--- config.mk ---
export PLATFORM = sky130hd
export DESIGN_NAME = pll_cfg_select
export DESIGN_NICKNAME = d
export VERILOG_FILES = /design/src/rtl/pll_cfg_pkg.sv /design/src/rtl/pll_cfg_sync.sv /design/src/rtl/pll_cfg_qual.sv /design/src/rtl/pll_cfg_bank.sv /design/src/rtl/pll_cfg_select.sv
export SDC_FILE = /design/constraint.sdc
export NUM_CORES = 1
export LEC_CHECK = 0
export ABC_AREA = 1
export CORE_MARGIN = 5
export CORE_UTILIZATION = 40
export CTS_CLUSTER_SIZE = 14
export DETAILED_ROUTE_END_ITERATION = 8
export GPL_ROUTABILITY_DRIVEN = 1
export GPL_TIMING_DRIVEN = 0
export PLACE_DENSITY = 0.58
export SLEW_MARGIN = 10
export SYNTH_ARGS = -nofsm -noshare
export SYNTH_HDL_FRONTEND = slang
export SYNTH_HIERARCHICAL = 1
export SYNTH_SLANG_ARGS = --single-unit
--- constraint.sdc ---
create_clock -name clk -period 1.61 [get_ports clk]
set_input_delay 0.322 -clock clk [delete_from_list [all_inputs] [get_ports clk]]
set_output_delay 0.322 -clock clk [all_outputs]
set_load 0.02 [all_outputs]
--- src/rtl/pll_cfg_pkg.sv ---
package pll_cfg_pkg;
  localparam int PDIV_W = 8;
  localparam int MULT_W = 12;
  localparam int LF_W   = 8;
  localparam int DATA_W = MULT_W;

  typedef enum logic [1:0] {
    FLD_PDIV = 2'd0,
    FLD_MULT = 2'd1,
    FLD_LF   = 2'd2,
    FLD_NONE = 2'd3
  } fld_e;

  typedef struct packed {
    logic [PDIV_W-1:0] pdiv;
    logic [MULT_W-1:0] mult;
    logic [LF_W-1:0]   lf;
  } cfg_t;

  // Power-on contents of set s for PLL p
  function automatic cfg_t cfg_default(input int pll, input int set);
    cfg_t c;
    c.pdiv = PDIV_W'(set + 1);
    c.mult = MULT_W'(32 * (pll + 1) + set);
    c.lf   = LF_W'(16 * pll + set);
    return c;
  endfunction
endpackage

--- src/rtl/pll_cfg_sync.sv ---
// Multi-stage synchronizer with a valid flag that rises once the chain is flushed
module pll_cfg_sync #(
  parameter int W      = 6,
  parameter int STAGES = 2
) (
  input  logic         clk,
  input  logic         rst_n,
  input  logic [W-1:0] din,
  output logic [W-1:0] dout,
  output logic         dvld
);
  logic [W-1:0]      stg_q [STAGES];
  logic [STAGES-1:0] vld_q;

  always_ff @(posedge clk or negedge rst_n) begin
    if (!rst_n) begin
      for (int i = 0; i < STAGES; i++) stg_q[i] <= '0;
      vld_q <= '0;
    end else begin
      stg_q[0] <= din;
      for (int i = 1; i < STAGES; i++) stg_q[i] <= stg_q[i-1];
      vld_q <= {vld_q[STAGES-2:0], 1'b1};
    end
  end

  assign dout = stg_q[STAGES-1];
  assign dvld = vld_q[STAGES-1];
endmodule

--- src/rtl/pll_cfg_qual.sv ---
// Stability qualifier and selection register for one PLL
module pll_cfg_qual #(
  parameter int SEL_W      = 2,
  parameter int STABLE_CYC = 2
) (
  input  logic             clk,
  input  logic             rst_n,
  input  logic [SEL_W-1:0] pin_sync,
  input  logic             pin_vld,
  input  logic             manual_en,
  output logic [SEL_W-1:0] sel,
  output logic             captured
);
  localparam int CNT_W = (STABLE_CYC > 2) ? $clog2(STABLE_CYC) : 1;
  localparam logic [CNT_W-1:0] CNT_TOP = CNT_W'(STABLE_CYC - 1);

  logic [SEL_W-1:0] prev_q, sel_q;
  logic [CNT_W-1:0] cnt_q;
  logic             cap_q;
  logic             steady;

  assign steady = (cnt_q == CNT_TOP);

  always_ff @(posedge clk or negedge rst_n) begin
    if (!rst_n) begin
      prev_q <= '0;
      cnt_q  <= '0;
      sel_q  <= '0;
      cap_q  <= 1'b0;
    end else begin
      prev_q <= pin_sync;
      if (!pin_vld || (pin_sync != prev_q)) cnt_q <= '0;
      else if (!steady)                     cnt_q <= cnt_q + 1'b1;
      // first qualified value is always taken; later ones only in manual mode
      if (steady && (!cap_q || manual_en)) begin
        sel_q <= prev_q;
        cap_q <= 1'b1;
      end
    end
  end

  assign sel      = sel_q;
  assign captured = cap_q;
endmodule

--- src/rtl/pll_cfg_bank.sv ---
// Configuration sets of one PLL; writes go to the active set
module pll_cfg_bank
  import pll_cfg_pkg::*;
#(
  parameter int NUM_SET = 4,
  parameter int SEL_W   = 2,
  parameter int PLL_ID  = 0
) (
  input  logic              clk,
  input  logic              rst_n,
  input  logic [SEL_W-1:0]  sel,
  input  logic              wr_en,
  input  fld_e              wr_fld,
  input  logic [DATA_W-1:0] wr_data,
  output cfg_t              act
);
  cfg_t mem_q [NUM_SET];

  always_ff @(posedge clk or negedge rst_n) begin
    if (!rst_n) begin
      for (int s = 0; s < NUM_SET; s++) mem_q[s] <= cfg_default(PLL_ID, s);
    end else if (wr_en) begin
      case (wr_fld)
        FLD_PDIV: mem_q[sel].pdiv <= wr_data[PDIV_W-1:0];
        FLD_MULT: mem_q[sel].mult <= wr_data[MULT_W-1:0];
        FLD_LF:   mem_q[sel].lf   <= wr_data[LF_W-1:0];
        default:  ;
      endcase
    end
  end

  assign act = mem_q[sel];
endmodule

--- src/rtl/pll_cfg_select.sv ---
module pll_cfg_select
  import pll_cfg_pkg::*;
#(
  parameter int NUM_PLL     = 3,
  parameter int NUM_SET     = 4,
  parameter int SYNC_STAGES = 2,
  parameter int STABLE_CYC  = 2,
  localparam int SEL_W  = $clog2(NUM_SET),
  localparam int GIN_W  = NUM_PLL * SEL_W,
  localparam int PIDX_W = (NUM_PLL > 2) ? $clog2(NUM_PLL + 1) : 1
) (
  input  logic                      clk,
  input  logic                      rst_n,
  input  logic [GIN_W-1:0]          gin,
  input  logic                      manual_en,
  input  logic                      wr_valid,
  output logic                      wr_ready,
  input  logic [PIDX_W-1:0]         wr_pll,
  input  logic [1:0]                wr_field,
  input  logic [DATA_W-1:0]         wr_data,
  output logic [GIN_W-1:0]          act_sel,
  output logic [NUM_PLL*PDIV_W-1:0] act_pdiv,
  output logic [NUM_PLL*MULT_W-1:0] act_mult,
  output logic [NUM_PLL*LF_W-1:0]   act_lf,
  output logic [NUM_PLL-1:0]        pll_off
);
  logic [GIN_W-1:0]   gin_s;
  logic               gin_vld;
  logic [NUM_PLL-1:0] cap;
  logic               wr_go;

  pll_cfg_sync #(.W(GIN_W), .STAGES(SYNC_STAGES)) u_sync (
    .clk(clk), .rst_n(rst_n), .din(gin), .dout(gin_s), .dvld(gin_vld)
  );

  assign wr_ready = &cap;
  assign wr_go    = wr_valid && wr_ready;

  for (genvar p = 0; p < NUM_PLL; p++) begin : g_pll
    logic [SEL_W-1:0] sel;
    cfg_t             act;

    pll_cfg_qual #(.SEL_W(SEL_W), .STABLE_CYC(STABLE_CYC)) u_qual (
      .clk(clk), .rst_n(rst_n),
      .pin_sync(gin_s[p*SEL_W +: SEL_W]), .pin_vld(gin_vld),
      .manual_en(manual_en), .sel(sel), .captured(cap[p])
    );

    pll_cfg_bank #(.NUM_SET(NUM_SET), .SEL_W(SEL_W), .PLL_ID(p)) u_bank (
      .clk(clk), .rst_n(rst_n), .sel(sel),
      .wr_en(wr_go && (wr_pll == PIDX_W'(p))),
      .wr_fld(fld_e'(wr_field)), .wr_data(wr_data), .act(act)
    );

    assign act_sel[p*SEL_W +: SEL_W]    = sel;
    assign act_pdiv[p*PDIV_W +: PDIV_W] = act.pdiv;
    assign act_mult[p*MULT_W +: MULT_W] = act.mult;
    assign act_lf[p*LF_W +: LF_W]       = act.lf;
    assign pll_off[p]                   = (act.pdiv == '0);
  end
endmodule

==> results by group, run 1 <==
Outcome
  – Violated checks: negative hold slack, negative setup slack
  – Status: complete, but fails checks

Global routing
  – Grt met2 use: 0.398
  – M1 GR Usage: 0.386
  – Met3 Use GR: 0.0535
  – Largest net degree at the start of global routing: 100
  – Initial antenna violation count: 0
  – Vias in the first global route: 20900
  – Gr usage total: 0.266
  – First-pass GRT wire length: 125000 um
  – Most used routing layer: met2
  – Grt ovf: 0

Timing
  – Tightest Pin Transition: 1160 ps
  – Final Critical Period: 2530 ps
  – # setup viols final: 430
  – Final setup TNS: -129130 ps
  – Clock skew: 25.8 ps
  – Setup slack after layout: -924 ps
  – Hold WS: -161 ps
  – Fin. max-slew vios: 0
  – RSZ-0062 raised after global routing: yes
  – Final hold violations: 71
  – Peak Freq: 395 MHz
  – Slew HR: 0.227
  – Final period utilization: 1.57

Setup path
  – Worst-path fanout max: 6
  – WP data arrival: 2210 ps
  – CP Data Required Time: 1290 ps
  – Kind of end point of the critical path: output pin
  – Critical-path cell list: buf_8, nor2_4, buf_4, clkbuf_4, nand2_1, nand4_1, buf_6
  – CP max stage delay: 520 ps
  – Nature of the critical path startpoint: flip-flop
  – Kind of critical path: reg -> out
  – R2r worst-path depth: 13
  – Slowest cell on crit path: dfrtp_2

Floorplan
  – Initial Utilization: 0.403
  – Die W: 243 um
  – Die area: 0.0590 sq mm
  – Core area: 0.0538 sq mm
  – Die Y: 243 um
  – Io pins: 120
  – Row Count: 85

CTS
  – Clock Root Buffer: clkbuf_16
  – CTS tree: built
  – Sink Count: 368
  – Clk buf depth: 3
  – Skew-Pair Late Insertion Delay: 590 ps
  – TritonCTS Buffers: 45
  – Htree depth: 2
  – Clock transition at path regs: 60 ps

Synthesis
  – Yosys warns: 6
  – Synth Register Bits: 368
  – Part of the Yosys area used for sequential elements: 0.428
  – Synth Area per Inst: 6.33 sq um
  – Post-Syn Instances: 3424
  – Post-Syn Area: 0.0217 sq mm
  – Syn nets: 3459
  – Synth cell types: 22

Place
  – Detailed placement HPWL: 55000 um
  – DP Cell Count: 4235
  – Port buffer count: 111
  – Pre-CTS WS: -1200 ps
  – Gpl congestion: 0.920
  – Placed cell areas: 0.0240 sq mm

Final layout
  – Share of post-route cells with drive strength above 1: 0.255
  – N_diodes: 0
  – Post-Layout Inst Area: 0.0297 sq mm
  – Final net count: 3802
  – Synth-to-Final Area Change: 37.1%
  – Final cell count without fillers: 4499

Drt
  – Vias: 23500
  – Starting DRT DRC Count: 2618
  – DRC: 0
  – Mean number of vias per cell: 5.22
  – ANT nets after route: 0
  – WL final: 84000 um
  – Wire per inst: 18.7 um
  – 1st-pass router iterations: 7

Worst hold path
  – Hold Crit Class: in -> async

Power and ir drop
  – Lkg Pwr: 16.5 nW
  – Tot Pwr: 33.7 mW
  – Maximum vdd drop: 915 uV
  – Power per cell area: 1130 mW/mm^2

Job
  – Max cap viols: 0
## logic make-up after synthesis
kind of cell    share of synthesized area
buf+inv                            0.0580
flops                               0.428
other cells                      0.000173
fa+ha+maj                         0.00519
simple gates                        0.478
compound gates                     0.0299
## path summary, 6_finish.rpt
kind | startpoint | slack (ps) | endpoint
worst max register to register | g_pll[2].u_qual/captured$_DFFE_PN0P_ | -310 | flip-flop
worst min register to register | u_sync/stg_q[10]$_DFF_PN0_ | 350 | u_sync/dout[4]$_DFF_PN0_
max in group asynchronous | rst_n | 280 | asynchronous set/reset pin
worst min-delay path | rst_n | -160 | asynchronous set/reset pin
min in group clk | gin[1] | 160 | u_sync/stg_q[7]$_DFF_PN0_
worst max-delay path | g_pll[2].u_qual/sel[0]$_DFFE_PN0P_ | -920 | act_mult[31]
## worst max-delay path: cells and delay by family, from the launching register on
| kind | cells | cell delay, ps |
|---|---|---|
| flip-flops | 1 | 520 |
| buffers and inverters | 4 | 650 |
| AND/OR/NAND/NOR | 3 | 460 |
## metrics by stage
stage / hold WS (ps) / util
after floorplan: 26.4 / -
after global placement: 331 / 0.444
final: -161 / 0.553
after CTS: -365 / 0.510
after detailed placement: 258 / 0.446
after global routing: -102 / 0.553
## what timing repair did
action	CTS	global route
pin swaps	64	160
buffers inserted	77	80
gates resized for setup	798	507
setup endpoints to repair	430	435
hold endpoints to repair	49	37
cloned	19	15
## cells in the mapped netlist
cell type  count  area (sq um)
o21ai_1        6          30.0
buf_4         18           135
nor2_2         6          37.5
nand2_2        6          37.5
o21ai_0      108           541
clkinv_1       3          11.3
dfrtp_1      305          7630
nor2_4         3          33.8
dfstp_2       63          1660
inv_2          9          33.8
nand2_1     2388          8960
clkbuf_1     108           405
a21oi_2        9          78.8
buf_2         81           405
and3_2         1          7.51
nand3_1       33           165
conb_1         1          3.75
ha_1           9           113
nand4_1      157           982
inv_1         59           221
buf_1         12          45.0
nor2_1        39           146
## layout by cell type, fill, tap and decap left out, types with 7 or more instances in the layout
| cell | Yosys | routed |
|---|---|---|
| a21oi_4 | 0 | 7 |
| buf_12 | 0 | 16 |
| buf_16 | 0 | 8 |
| buf_2 | 81 | 37 |
| buf_4 | 18 | 136 |
| buf_6 | 0 | 131 |
| buf_8 | 0 | 56 |
| bufinv_16 | 0 | 9 |
| clkbuf_1 | 108 | 59 |
| clkbuf_16 | 0 | 56 |
| clkbuf_2 | 0 | 26 |
| clkbuf_8 | 0 | 20 |
| clkdlybuf4s50_1 | 0 | 14 |
| clkinv_2 | 0 | 17 |
| dfrtp_1 | 305 | 299 |
| dfstp_2 | 63 | 63 |
| ha_1 | 9 | 9 |
| inv_1 | 59 | 56 |
| nand2_1 | 2388 | 2075 |
| nand2_2 | 6 | 254 |
| nand2_4 | 0 | 61 |
| nand3_1 | 33 | 33 |
| nand4_1 | 157 | 157 |
| nor2_1 | 39 | 21 |
| nor2_4 | 3 | 27 |
| o21ai_0 | 108 | 107 |
## routing by layer
metal  up-vias  part of all wire
met2       927              0.44
li1      11300                 -
met5         -                 0
met1     11100              0.44
met3       146             0.085
met4         0             0.031
## cell type report
class,instances,area (sq um)
Clock buffer,54,1240
Buffer,213,1670
Fill cell,5111,24100
Timing Repair Buffer,302,3410
Multi-Input combinational cell,2766,12600
Clock inverter,29,387
Tap cell,696,871
Sequential cell,368,9300
Inverter,71,303
## report_power, final
group	switching [mW]	internal [mW]
sequential	1.02	10.3
clock	4.39	6.93
combinational	6.75	4.27
Power figures use the tool's default switching activity.
==> inputs of run 2 (changes only) <==
Settings changed: MAX_ROUTING_LAYER set to met4.
==> run 2 against run 1 <==
The flow finishes with violations (negative setup slack). Register-to-register slack about the same. Cell area grew 1.4%. Sequential share of layout area fell by 0.42 points. Clock power is essentially flat. Die area unchanged. Worst hold slack improved by 330 ps. Largest cell class unchanged. Largest power group unchanged.
==> results by group, run 2 (synthesis gave the netlist of run 1 again) <==
Final layout
  – Synth-to-Final Area Change: 39.0% (was 37.1%)
  – Post-Layout Inst Area: 0.0301 sq mm (was 0.0297 sq mm)
  – N_diodes: 0 (unchanged)
  – Final net count: 3804 (was 3802)
  – Highest-count cells in the layout ignoring fill and taps: nand2_1 (2011), nand2_2 (305), dfrtp_1 (299) (was nand2_1 (2075), dfrtp_1 (299), nand2_2 (254))
  – Most common cell after layout, fill and taps aside: nand2_1 (unchanged)
  – Finished Core Util: 0.560 (was 0.553)
  – Share of post-route cells with drive strength above 1: 0.273 (was 0.255)

Power and ir drop
  – Reg power frac: 0.335 (was 0.336)
  – Psw: 12.3 mW (was 12.2 mW)
  – Power per cell area: 1120 mW/mm^2 (was 1130 mW/mm^2)
  – Clock power share: 0.335 (was 0.337)
  – Maximum vdd drop: 916 uV (was 915 uV)
  – Combinational share of power: 0.330 (was 0.328)
  – Int Power: 21.5 mW (about the same)
  – Sw frac: 0.363 (was 0.362)
  – Lkg Pwr: 16.6 nW (was 16.5 nW)

Timing
  – Final hold violations: 0 (was 71)
  – Setup slack after layout: -918 ps (was -924 ps)
  – # setup viols final: 501 (was 430)
  – Final period utilization: 1.57 (about the same)
  – Fin. max-slew vios: 0 (unchanged)
  – Final Critical Period: 2530 ps (about the same)
  – Slew HR: 0.235 (was 0.227)
  – Clock skew: 22.9 ps (was 25.8 ps)
  – Tightest Pin Transition: 1140 ps (was 1160 ps)
  – Peak Freq: 396 MHz (was 395 MHz)
  – RSZ-0062 raised after global routing: yes (unchanged)
  – Hold WS: 166 ps (was -161 ps)

Setup path
  – Worst-path fanout max: 5 (was 6)
  – Critical Path Source: g_pll[0].u_qual/sel[0]$_DFFE_PN0P_ (was g_pll[2].u_qual/sel[0]$_DFFE_PN0P_)
  – WP data arrival: 2210 ps (about the same)
  – Reg2reg start: g_pll[2].u_qual/captured$_DFFE_PN0P_ (unchanged)
  – R2r worst-path depth: 13 (unchanged)
  – Kind of end point of the critical path: output pin (unchanged)
  – CP Data Required Time: 1290 ps (about the same)
  – Reg-to-reg slack, setup: -310 ps (about the same)
  – Critical Path Sink: pll_off[0] (was act_mult[31])
  – Nature of the critical path startpoint: flip-flop (unchanged)
  – Kind of critical path: reg -> out (unchanged)

Floorplan
  – Die W: 243 um (unchanged)
  – Io pins: 120 (unchanged)
  – Row Count: 85 (unchanged)
  – Core area: 0.0538 sq mm (unchanged)
  – Die Y: 243 um (unchanged)
  – Initial Utilization: 0.403 (unchanged)
  – Die area: 0.0590 sq mm (unchanged)

Place
  – Port buffer count: 111 (unchanged)
  – Gpl congestion: 0.937 (was 0.920)
  – Detailed placement HPWL: 55000 um (unchanged)
  – Placed cell areas: 0.0240 sq mm (unchanged)

CTS
  – Skew-Pair Late Insertion Delay: 590 ps (about the same)
  – Clock Root Buffer: clkbuf_16 (unchanged)
  – CTS tree: built (unchanged)
  – Sink Count: 368 (unchanged)
  – Clk buf depth: 3 (unchanged)
  – Htree depth: 2 (unchanged)
  – Clock transition at path regs: 60 ps (about the same)
  – TritonCTS Buffers: 45 (unchanged)

Drt
  – M1 WL: 36900 um (was 37000 um)
  – WL met2: 37400 um (was 37200 um)
  – Vias: 23600 (was 23500)
  – DR WL met3: 7520 um (was 7130 um)
  – Starting DRT DRC Count: 2411 (was 2618)
  – Wire per inst: 18.8 um (was 18.7 um)
  – ANT nets after route: 0 (unchanged)
  – DRC: 0 (unchanged)
  – 1st-pass router iterations: 5 (was 7)
  – Highest routed layer: met4 (unchanged)
  – WL final: 84600 um (was 84000 um)
  – Mean number of vias per cell: 5.23 (was 5.22)

Outcome
  – Violated checks: negative setup slack (was negative hold slack, negative setup slack)
  – Status: complete, but fails checks (unchanged)

Worst hold path
  – Worst Hold Depth: 1
  – Hold Crit Class: in -> reg (was in -> async)

Global routing
  – Initial antenna violation count: 0 (unchanged)
  – Grt ovf: 0 (unchanged)
  – Largest net degree at the start of global routing: 100 (unchanged)
  – Vias in the first global route: 20900 (about the same)
  – First-pass GRT wire length: 125000 um (about the same)
  – Gr usage total: 0.274 (was 0.266)

Job
  – Max cap viols: 0 (unchanged)
==> run 2: worst min-delay path by stage <==
stage	startpoint	to
finish	gin[1]	u_sync/stg_q[7]$_DFF_PN0_
global route	gin[1]	u_sync/stg_q[7]$_DFF_PN0_
floorplan	rst_n	asynchronous set/reset pin
CTS	rst_n	asynchronous set/reset pin
detailed placement	rst_n	asynchronous set/reset pin
global placement	u_sync/vld_q[0]$_DFF_PN0_	u_sync/vld_q[1]$_DFF_PN0_
==> run 2: final cells by class <==
type / instances / area, sq um
fillers: 5054 / 23700
multi-input cells: 2766 / 12900
plain buffers: 212 / 1680
well taps: 696 / 871
flip-flops and latches: 368 / 9300
clock buffers: 54 / 1240
inverters: 71 / 303
clock inverters: 29 / 387
repair buffers: 305 / 3510
==> run 2: routing by layer <==
metal / up-vias / global-route usage
li1: 11300 / -
met1: 11100 / 0.389
met2: 1004 / 0.397
met3: 164 / 0.0529
met4: 0 / 0.0891
met5: - / -
==> run 2: critical path, cell delays in order (launching register included) <==
cell	delay, ps
dfrtp_2	440
buf_12	150
buf_8	110
nor2_4	210
buf_6	170
nand2_2	60
nand4_1	130
nor2_1	70
nand2_1	110
nor2_4	50
buf_6	120
==> run 2: through the flow <==
| stage | TNS [ps] | cells | power, mW | setup slack [ps] |
|---|---|---|---|---|
| after detailed placement | -463040 | 4235 | 19.7 | -1200 |
| final | -143230 | 4501 | 33.8 | -918 |
| after CTS | -112100 | 4414 | 32.4 | -915 |
| after floorplan | -811 | 3424 | 16.4 | -270 |
| after global placement | -6355910 | 4231 | 19.7 | -18500 |
| after global routing | -190740 | 4501 | 35.3 | -976 |
==> run 2: power groups by stage <==
stage	sequential (mW)	clock, mW	combinational, mW
2_1_floorplan	11.1	0	5.30
3_3_place_gp	11.4	0	8.29
3_5_place_dp	11.4	0	8.36
4_1_cts	11.2	11.5	9.61
5_1_grt	11.4	11.9	11.9
6_report	11.3	11.3	11.2
==> run 2: repair_timing <==
| action | CTS | global route |
|---|---|---|
| pin swaps | 64 | 195 |
| setup endpoints to repair | 430 | 435 |
| hold endpoints to repair | 49 | 36 |
| gates cloned | 19 | 16 |
| gates resized for setup | 798 | 629 |
| buffers inserted | 77 | 86 |
